`src/rtl/fm_pkg.sv`:
```
package fm_pkg;

   typedef enum logic [2:0] {
      ST_NORMAL   = 3'd0,
      ST_TEST     = 3'd1,
      ST_EVAL     = 3'd2,
      ST_DEGRADED = 3'd3,
      ST_BOTH     = 3'd4
   } fm_state_t;

   localparam int NCORE = 2;

endpackage

```
`src/rtl/fm_vector_rom.sv`:
```
module fm_vector_rom #(
   parameter int          DATA_W = 32,
   parameter int          DEPTH  = 8,
   parameter logic [31:0] SEED   = 32'hA5C3_0F96
) (
   input  logic [$clog2(DEPTH)-1:0] idx,
   output logic [DATA_W-1:0]        instr,
   output logic [DATA_W-1:0]        expect_res
);
   localparam int VEC_W = $clog2(DEPTH);
   localparam int NBYTE = DATA_W / 8;

   initial begin
      assert (DATA_W % 8 == 0 && DATA_W <= 32) else $error("DATA_W must be 8..32 in whole bytes");
      assert (DEPTH > 1 && DEPTH <= 256 && (DEPTH & (DEPTH - 1)) == 0) else $error("DEPTH must be a power of two up to 256");
   end

   logic [7:0] idx_byte;
   assign idx_byte = 8'(idx);

   always_comb begin
      instr = SEED[DATA_W-1:0];
      for (int b = 0; b < NBYTE; b++) begin
         instr[b*8 +: 8] = SEED[b*8 +: 8] ^ idx_byte;
      end
      expect_res = ~instr;
   end

   logic unused_w;
   assign unused_w = ^{VEC_W};
endmodule

```
`src/rtl/fm_self_check.sv`:
```
module fm_self_check
   import fm_pkg::*;
#(
   parameter int DATA_W = 32
) (
   input  logic                         clk,
   input  logic                         rst_n,
   input  logic                         clear,
   input  logic                         check_en,
   input  logic [NCORE-1:0][DATA_W-1:0] res,
   input  logic [DATA_W-1:0]            expect_res,
   output logic [NCORE-1:0]             fail
);
   for (genvar c = 0; c < NCORE; c++) begin : g_core
      always_ff @(posedge clk) begin
         if (!rst_n || clear) begin
            fail[c] <= 1'b0;
         end else if (check_en && (res[c] != expect_res)) begin
            fail[c] <= 1'b1;
         end
      end

      assert_fail_sticky_R5: assert property (@(posedge clk) disable iff (!rst_n)
         (fail[c] && !clear) |=> fail[c]);
   end
endmodule

```
`src/rtl/fm_sequencer.sv`:
```
module fm_sequencer
   import fm_pkg::*;
#(
   parameter int DEPTH  = 8,
   parameter int PASSES = 3
) (
   input  logic                     clk,
   input  logic                     rst_n,
   input  logic                     mismatch,
   input  logic [NCORE-1:0]         fail,
   output fm_state_t                state,
   output logic [$clog2(DEPTH)-1:0] vec_idx,
   output logic                     led_any,
   output logic                     led_pri,
   output logic                     led_bak,
   output logic                     sel_bak
);
   localparam int VEC_W  = $clog2(DEPTH);
   localparam int PASS_W = (PASSES > 1) ? $clog2(PASSES) : 1;
   localparam logic [VEC_W-1:0]  VEC_LAST  = VEC_W'(DEPTH - 1);
   localparam logic [PASS_W-1:0] PASS_LAST = PASS_W'(PASSES - 1);

   initial begin
      assert (PASSES >= 1) else $error("PASSES must be at least one");
   end

   logic [PASS_W-1:0] pass_q;

   always_ff @(posedge clk) begin
      if (!rst_n) begin
         state   <= ST_NORMAL;
         vec_idx <= '0;
         pass_q  <= '0;
         led_any <= 1'b0;
         led_pri <= 1'b0;
         led_bak <= 1'b0;
         sel_bak <= 1'b0;
      end else begin
         case (state)
            ST_NORMAL: begin
               if (mismatch) begin
                  state   <= ST_TEST;
                  led_any <= 1'b1;
                  vec_idx <= '0;
                  pass_q  <= '0;
               end
            end
            ST_TEST: begin
               if (vec_idx == VEC_LAST) begin
                  vec_idx <= '0;
                  if (pass_q == PASS_LAST) begin
                     state <= ST_EVAL;
                  end else begin
                     pass_q <= pass_q + 1'b1;
                  end
               end else begin
                  vec_idx <= vec_idx + 1'b1;
               end
            end
            ST_EVAL: begin
               case (fail)
                  2'b00: begin
                     state   <= ST_NORMAL;
                     led_any <= 1'b0;
                     sel_bak <= 1'b0;
                  end
                  2'b01: begin
                     state   <= ST_DEGRADED;
                     led_pri <= 1'b1;
                     sel_bak <= 1'b1;
                  end
                  2'b10: begin
                     state   <= ST_DEGRADED;
                     led_bak <= 1'b1;
                     sel_bak <= 1'b0;
                  end
                  default: begin
                     state   <= ST_BOTH;
                     led_pri <= 1'b1;
                     led_bak <= 1'b1;
                     sel_bak <= 1'b0;
                  end
               endcase
            end
            default: state <= state;
         endcase
      end
   end

   assert_degraded_sticky_R10: assert property (@(posedge clk) disable iff (!rst_n)
      (state == ST_DEGRADED) |=> (state == ST_DEGRADED) && $stable(led_pri) && $stable(sel_bak));

   assert_maint_sticky_R8: assert property (@(posedge clk) disable iff (!rst_n)
      (state == ST_BOTH) |=> (state == ST_BOTH) && led_pri && led_bak);
endmodule

```
`src/rtl/dual_core_fault_mgr.sv`:
```
module dual_core_fault_mgr
   import fm_pkg::*;
#(
   parameter int          DATA_W = 32,
   parameter int          DEPTH  = 8,
   parameter int          PASSES = 3,
   parameter logic [31:0] SEED   = 32'hA5C3_0F96
) (
   input  logic              clk,
   input  logic              rst_n,
   input  logic [DATA_W-1:0] imem_instr,
   output logic [DATA_W-1:0] core_a_instr,
   output logic [DATA_W-1:0] core_b_instr,
   input  logic [DATA_W-1:0] core_a_result,
   input  logic [DATA_W-1:0] core_b_result,
   input  logic              core_a_we,
   input  logic              core_b_we,
   output logic [DATA_W-1:0] sys_result,
   output logic              dmem_we,
   output logic              selftest_on,
   output logic              flt_any,
   output logic              flt_primary,
   output logic              flt_backup,
   output logic              use_backup
);
   localparam int VEC_W = $clog2(DEPTH);

   fm_state_t               state;
   logic [VEC_W-1:0]        vec_idx;
   logic [DATA_W-1:0]       rom_instr;
   logic [DATA_W-1:0]       rom_expect;
   logic [NCORE-1:0]        fail;
   logic                    mismatch;
   logic                    writes_ok;
   logic [DATA_W-1:0]       instr_mux;

   fm_vector_rom #(.DATA_W(DATA_W), .DEPTH(DEPTH), .SEED(SEED)) i_rom (
      .idx        (vec_idx),
      .instr      (rom_instr),
      .expect_res (rom_expect)
   );

   fm_self_check #(.DATA_W(DATA_W)) i_check (
      .clk        (clk),
      .rst_n      (rst_n),
      .clear      (state == ST_NORMAL),
      .check_en   (state == ST_TEST),
      .res        ({core_b_result, core_a_result}),
      .expect_res (rom_expect),
      .fail       (fail)
   );

   fm_sequencer #(.DEPTH(DEPTH), .PASSES(PASSES)) i_seq (
      .clk      (clk),
      .rst_n    (rst_n),
      .mismatch (mismatch),
      .fail     (fail),
      .state    (state),
      .vec_idx  (vec_idx),
      .led_any  (flt_any),
      .led_pri  (flt_primary),
      .led_bak  (flt_backup),
      .sel_bak  (use_backup)
   );

   assign mismatch     = (core_a_result != core_b_result);
   assign selftest_on  = (state == ST_TEST) || (state == ST_EVAL);
   assign instr_mux    = selftest_on ? rom_instr : imem_instr;
   assign core_a_instr = instr_mux;
   assign core_b_instr = instr_mux;
   assign writes_ok    = (state == ST_NORMAL) || (state == ST_DEGRADED);
   assign sys_result   = use_backup ? core_b_result : core_a_result;
   assign dmem_we      = writes_ok && (use_backup ? core_b_we : core_a_we);

   assert_mismatch_starts_test_R3: assert property (@(posedge clk) disable iff (!rst_n)
      (state == ST_NORMAL && mismatch) |=> (flt_any && selftest_on));

   assert_no_write_in_test_R4: assert property (@(posedge clk) disable iff (!rst_n)
      selftest_on |-> !dmem_we);

   assert_leds_imply_any_R6: assert property (@(posedge clk) disable iff (!rst_n)
      (flt_primary || flt_backup) |-> flt_any);

   assert_single_fault_pattern_R7: assert property (@(posedge clk) disable iff (!rst_n)
      (state == ST_DEGRADED) |-> ((flt_primary != flt_backup) && (use_backup == flt_primary)));
endmodule

```
`config.mk`:
```
export PLATFORM = sky130hd
export DESIGN_NAME = dual_core_fault_mgr
export DESIGN_NICKNAME = d
export VERILOG_FILES = /design/src/rtl/fm_pkg.sv /design/src/rtl/fm_vector_rom.sv /design/src/rtl/fm_self_check.sv /design/src/rtl/fm_sequencer.sv /design/src/rtl/dual_core_fault_mgr.sv
export SDC_FILE = /design/constraint.sdc
export NUM_CORES = 1
export LEC_CHECK = 0
export ABC_AREA = 1
export ABC_CLOCK_PERIOD_IN_PS = 1600
export BUFFER_PORTS_ARGS = -buffer_cell sky130_fd_sc_hd__buf_2
export CORE_UTILIZATION = 30
export DETAILED_ROUTE_END_ITERATION = 6
export GPL_TIMING_DRIVEN = 0
export PLACE_DENSITY = 0.79
export RECOVER_POWER = 25
export SLEW_MARGIN = 10
export SYNTH_ARGS = -nofsm -noshare
export SYNTH_HDL_FRONTEND = slang
export SYNTH_SLANG_ARGS = --single-unit
export TNS_END_PERCENT = 1
```
`constraint.sdc`:
```
create_clock -name clk -period 1.6 [get_ports clk]
set_clock_uncertainty 0.15 [all_clocks]
set_input_delay 0.32 -clock clk [delete_from_list [all_inputs] [get_ports clk]]
set_output_delay 0.32 -clock clk [all_outputs]
set_load 0.05 [all_outputs]
```
# Word-level counts from Yosys, hierarchy flattened

Index checks and enable logic that the tools add are counted.

Bits in read-only memories: 0
Memories: 0
Memory bits (writable): 0
Bits of input ports: 100
Latch bits: 0
Register bits after elaboration: 14

Shifts and indexed selects: 0
Multipliers: 0
Divide/modulo/power cells: 0
Magnitude comparators: 0
Bitwise gates (word level): 7
Reductions and logical operators: 21
Muxes and demuxes: 19
$add $sub $neg: 2
Eq/ne operators: 15

Operators with widths:

| kind                                                  | number |
|---|---|
| inequality test 32 bit                                | 3 |
| 2-to-1 mux 32 bit                                     | 2 |
| NOT 32 bit                                            | 1 |
| 2-to-1 mux 3 bit                                      | 5 |
| NOT 2 -> 4 bit                                        | 3 |
| one-hot mux 3 bit (2 select lines)                    | 2 |
| one-hot mux 3 bit (3 select lines)                    | 1 |
| inequality test 2 x 1 -> 1 bit, second input constant | 4 |
| AND reduction 4 bit                                   | 2 |
| == test 3 x 2 -> 1 bit, second input constant         | 2 |
| 2-to-1 mux 2 bit                                      | 3 |
| AND reduction 2 bit                                   | 3 |
| OR reduction 2 bit                                    | 3 |
| == test 2 bit, second input constant                  | 2 |
| 2-to-1 mux 1 bit                                      | 4 |
| NOT 3 -> 4 bit                                        | 1 |
| one-hot mux 2 bit (2 select lines)                    | 1 |
| nonzero test 2 bit                                    | 2 |
| adder 3 x 1 -> 3 bit, second input constant           | 1 |
| == test 3 x 1 -> 1 bit, second input constant         | 1 |
| == test 3 bit, second input constant                  | 1 |
| logical AND 1 bit                                     | 3 |
| zero test 3 bit                                       | 1 |
| logical OR 1 bit                                      | 3 |
| 9 further kinds                                       | 10 |

# Longest topological paths before layout

Depth in word-level cells: 4
Gate-level depth with buffers: 13
Mapped depth without buffers: 13

# By module

From an unflattened synthesis, not the netlist that was laid out.

Cell total of the unflattened synthesis: 636
Area, all modules: 3742.3 µm²

Modules (own cells, without submodules):

| module              | area an instance (µm²) | times used | cells an instance | seq. area each (µm²) |
|---|---|---|---|---|
| dual_core_fault_mgr | 1579.0                 | 1          | 275               | 0.0 |
| fm_self_check       | 1012.2                 | 1          | 199               | 40.0 |
| fm_sequencer        | 674.4                  | 1          | 96                | 240.2 |
| fm_vector_rom       | 476.7                  | 1          | 66                | 0.0 |

# Least setup slack after synthesis

Ideal clock, no wire load.

Path type: register -> output
Start point: reg i_seq.state[0]
End point: out core_b_instr[0]
Stages on the path, launching flop included: 9
Required time: 1.130 ns
Arrival: 2.057 ns
Slack: -0.927 ns
Cells stage by stage: dfxtp_1 > inv_1 > nor3_4 > inv_4 > nand2_8 > buf_6 > nor2_1 > nor2_1 > buf_4

Word-level cells in the longest chain between the ends: 3
Elaborated cells on any way between the ends: 4
Those cells by class: 2 x eq/ne; 1 x mux; 1 x reduce/logical

RTL lines:

| item                                                                    | line                      | RTL |
|---|---|---|
| start: declaration                                                      | fm_sequencer.sv:11        | `output fm_state_t state,` |
| start signal: assignment                                                | fm_sequencer.sv:85        | `default: state <= state;` |
| == test 3 x 1 -> 1 bit / == test 3 x 2 -> 1 bit (equally long branches) | dual_core_fault_mgr.sv:67 | `assign selftest_on = (state == ST_TEST) \|\| (state == ST_EVAL);` |
| logical OR 1 bit *                                                      | dual_core_fault_mgr.sv:67 |  |
| 2-to-1 mux 32 bit *                                                     | dual_core_fault_mgr.sv:68 | `assign instr_mux = selftest_on ? rom_instr : imem_instr;` |
| end: declaration                                                        | dual_core_fault_mgr.sv:13 | `output logic [DATA_W-1:0] core_b_instr,` |

Every way passes the cells marked *; elsewhere a longest branch is shown, timed or not.

# Worst setup path in the final report

Start point: reg i_seq.state[0]
End point: out core_b_instr[2]

The elaborated chain is that of the path after synthesis.

==> run metrics <==
Clock Latency Late Sink=0.25 ns; largest net degree at the start of global routing=11; Initial Util=0.313; Placer Congestion=0.892; Syn Area/Cell=5.83 µm²; routed vias=3559; fin crit share=1.38; RSZ-0062 raised after global routing=true; worst path arrival time=1.74 ns; clock slew at reported path FFs=0.06 ns; Rows=32; Final Slew Violations=0; synth warn=0; cts hold-fix bufs=0; leakage dissipation=0.00247 µW; I/O pin count=202; first-pass GRT wire length=15.8 mm; Post-synth ARST share=0; number of synthesized register bits=14; Vias/cell=4.84; number of global-route vias before repair=3250; Clock Tree Root=clkbuf_8; Multi-input gate area=2040 µm²; r2r setup slk=0.08 ns; # H-tree levels=1; # DRC=0; Total Wirelength=10.5 mm; GRT Total Usage=0.231; Longest Clk Path Bufs=2; Sequential Area=294 µm²; Netlist Area Pre-Place=2440 µm²; min Tclk post-route=2.21 ns; main flop type after synthesis=dfxtp_1; total power=11400 µW; most common cell after layout, fill and taps aside=buf_2; 1st-iter DRT viols=193; Post-Layout Cell Count=735; run status=complete, but fails checks; Max IR drop VDD=0.000804 V; Netlist cell types=32; diode count=0; TritonCTS Sinks=14; total of max-cap violations=0; fillers=685; Final setup viols=98; Area Growth Syn to Fin=98.7%; dpl cells=721; sequential share of the synthesized area=0.115; Synth top area share=0.175; commonest cells after routing, fill and taps aside=buf_2 (120), nand2_1 (91), buf_6 (65); number of CTS-inserted buffers=3; Tightest Pin Transition=0.408 ns; DR WL/cell=14.2 µm; nets=741; share of layout cells above drive strength 1=0.592; DRT antenna net count=0; Syn Nets=526; WS Path Type=reg -> out; synth top area cells=nand2_1 (18%), dfxtp_1 (11%), buf_4 (9.8%), inv_1 (9.4%), xnor2_1 (8.6%); Die Area=8510 µm²; crit end category=output pin; Mapped Cells=419; Post-synth EDFFs=0; initial antenna violation count=0; Fin. Hold Viols=0; Worst slew margin=0.725; Critical Path RT=1.13 ns; maximum clock rate=452 MHz; Port Buffers=200; CP Launch Type=flip-flop; CTS tree=built; failing checks=negative setup slack; critical-path maximum fanout=5; Die Wd=92.3 µm; cell taking the most area after synthesis=nand2_1; Die Y=92.3 µm; detailed placement HPWL=7.82 mm; Detailed Routing Iterations Pass 1=5; TNS Setup=-34.14 ns; worst min path class=in -> reg; GR Overflow Total=0; Pwr Density=2340 nW/µm²; final setup margin=-0.611 ns; core area=7810 µm²
==> what timing repair did <==
action                                  4_1_cts  5_1_grt
cloned                                        1        0
gates resized for setup                     206       43
endpoints found under the setup margin      104      105
buffers inserted                              5        4
pin swaps                                     5        5
==> metrics by stage <==
stage	hold slack, ns	cell area (µm²)	worst slack [ns]	util
6_report	0.250	4860	-0.611	0.622
5_1_grt	0.269	4860	-0.678	0.622
3_5_place_dp	0.298	3950	-0.742	0.506
2_1_floorplan	0.302	2820	-0.453	-
3_3_place_gp	0.302	3950	-0.709	0.506
4_1_cts	0.243	4740	-0.656	0.607
==> path summary, 6_finish.rpt <==
kind | end | cells past startpoint | start
worst max-delay path | core_b_instr[2] | 11 | i_seq.state[0]
worst min-delay path | i_seq.pass_q[0] | 3 | rst_n
worst max register to register | i_check.fail[0] | 8 | i_seq.vec_idx[1]
worst min register to register | i_seq.led_pri | 1 | i_seq.led_pri
==> metal layers <==
layer / share of wire / global-route usage / routed length (µm) / vias up
met2: 0.53 / 0.431 / 5520 / 180
met3: 0.068 / 0.0282 / 716 / 27
li1: - / - / - / 1720
met1: 0.39 / 0.284 / 4030 / 1632
met4: 0.018 / 0.0404 / 191 / 0
met5: 0 / 0 / 0 / -
==> cell usage after synthesis (all sizes together) (9+ instances only) <==
library cell and n:
buf 38, nand2 117, xnor2 24, dfxtp 14, nor2 44, o22ai 9, nand4 9, nand3 10
a21oi 11, inv 66, o21ai 27
==> registers in the layout (all words and copies together) (netlist names) <==
signal	flops
i_seq.led_bak	1
i_seq.led_any	1
i_seq.pass_q	2
i_check.fail	2
i_seq.vec_idx	3
i_seq.state	3
i_seq.led_pri	1
i_seq.sel_bak	1
==> critical path, stage by stage (launching register included) <==
cell	delay [ns]
dfxtp_2	0.35
inv_2	0.05
nor3_4	0.21
inv_4	0.09
nand2_8	0.11
inv_8	0.06
buf_8	0.13
nor2_8	0.13
inv_8	0.07
nand2_8	0.06
buf_8	0.09
buf_8	0.13
==> layout make-up <==
class / instances / area share
Multi-Input combinational cell: 295 / 0.420
Timing Repair Buffer: 210 / 0.336
Buffer: 44 / 0.0899
Sequential cell: 14 / 0.0606
Inverter: 66 / 0.0562
Tap cell: 102 / 0.0263
Clock buffer: 4 / 0.0113
==> report_power, final <==
part           switching, µW  internal (µW)  total [µW]  leakage, µW
Combinational           6550           3930       10500      0.00232
Sequential              83.9            450         534     0.000118
Clock                    128            218         346    0.0000288
==> logic make-up after synthesis <==
group	after synthesis	synth area share
AND/OR/NAND/NOR	201	0.368
buffers and inverters	110	0.228
AO/OA/AOI/OAI	51	0.116
XOR/XNOR	27	0.0968
flip-flops	14	0.115
multiplexers	9	0.0410
adder cells (fa/ha/maj)	7	0.0358
(Power assumes the default switching activity.)
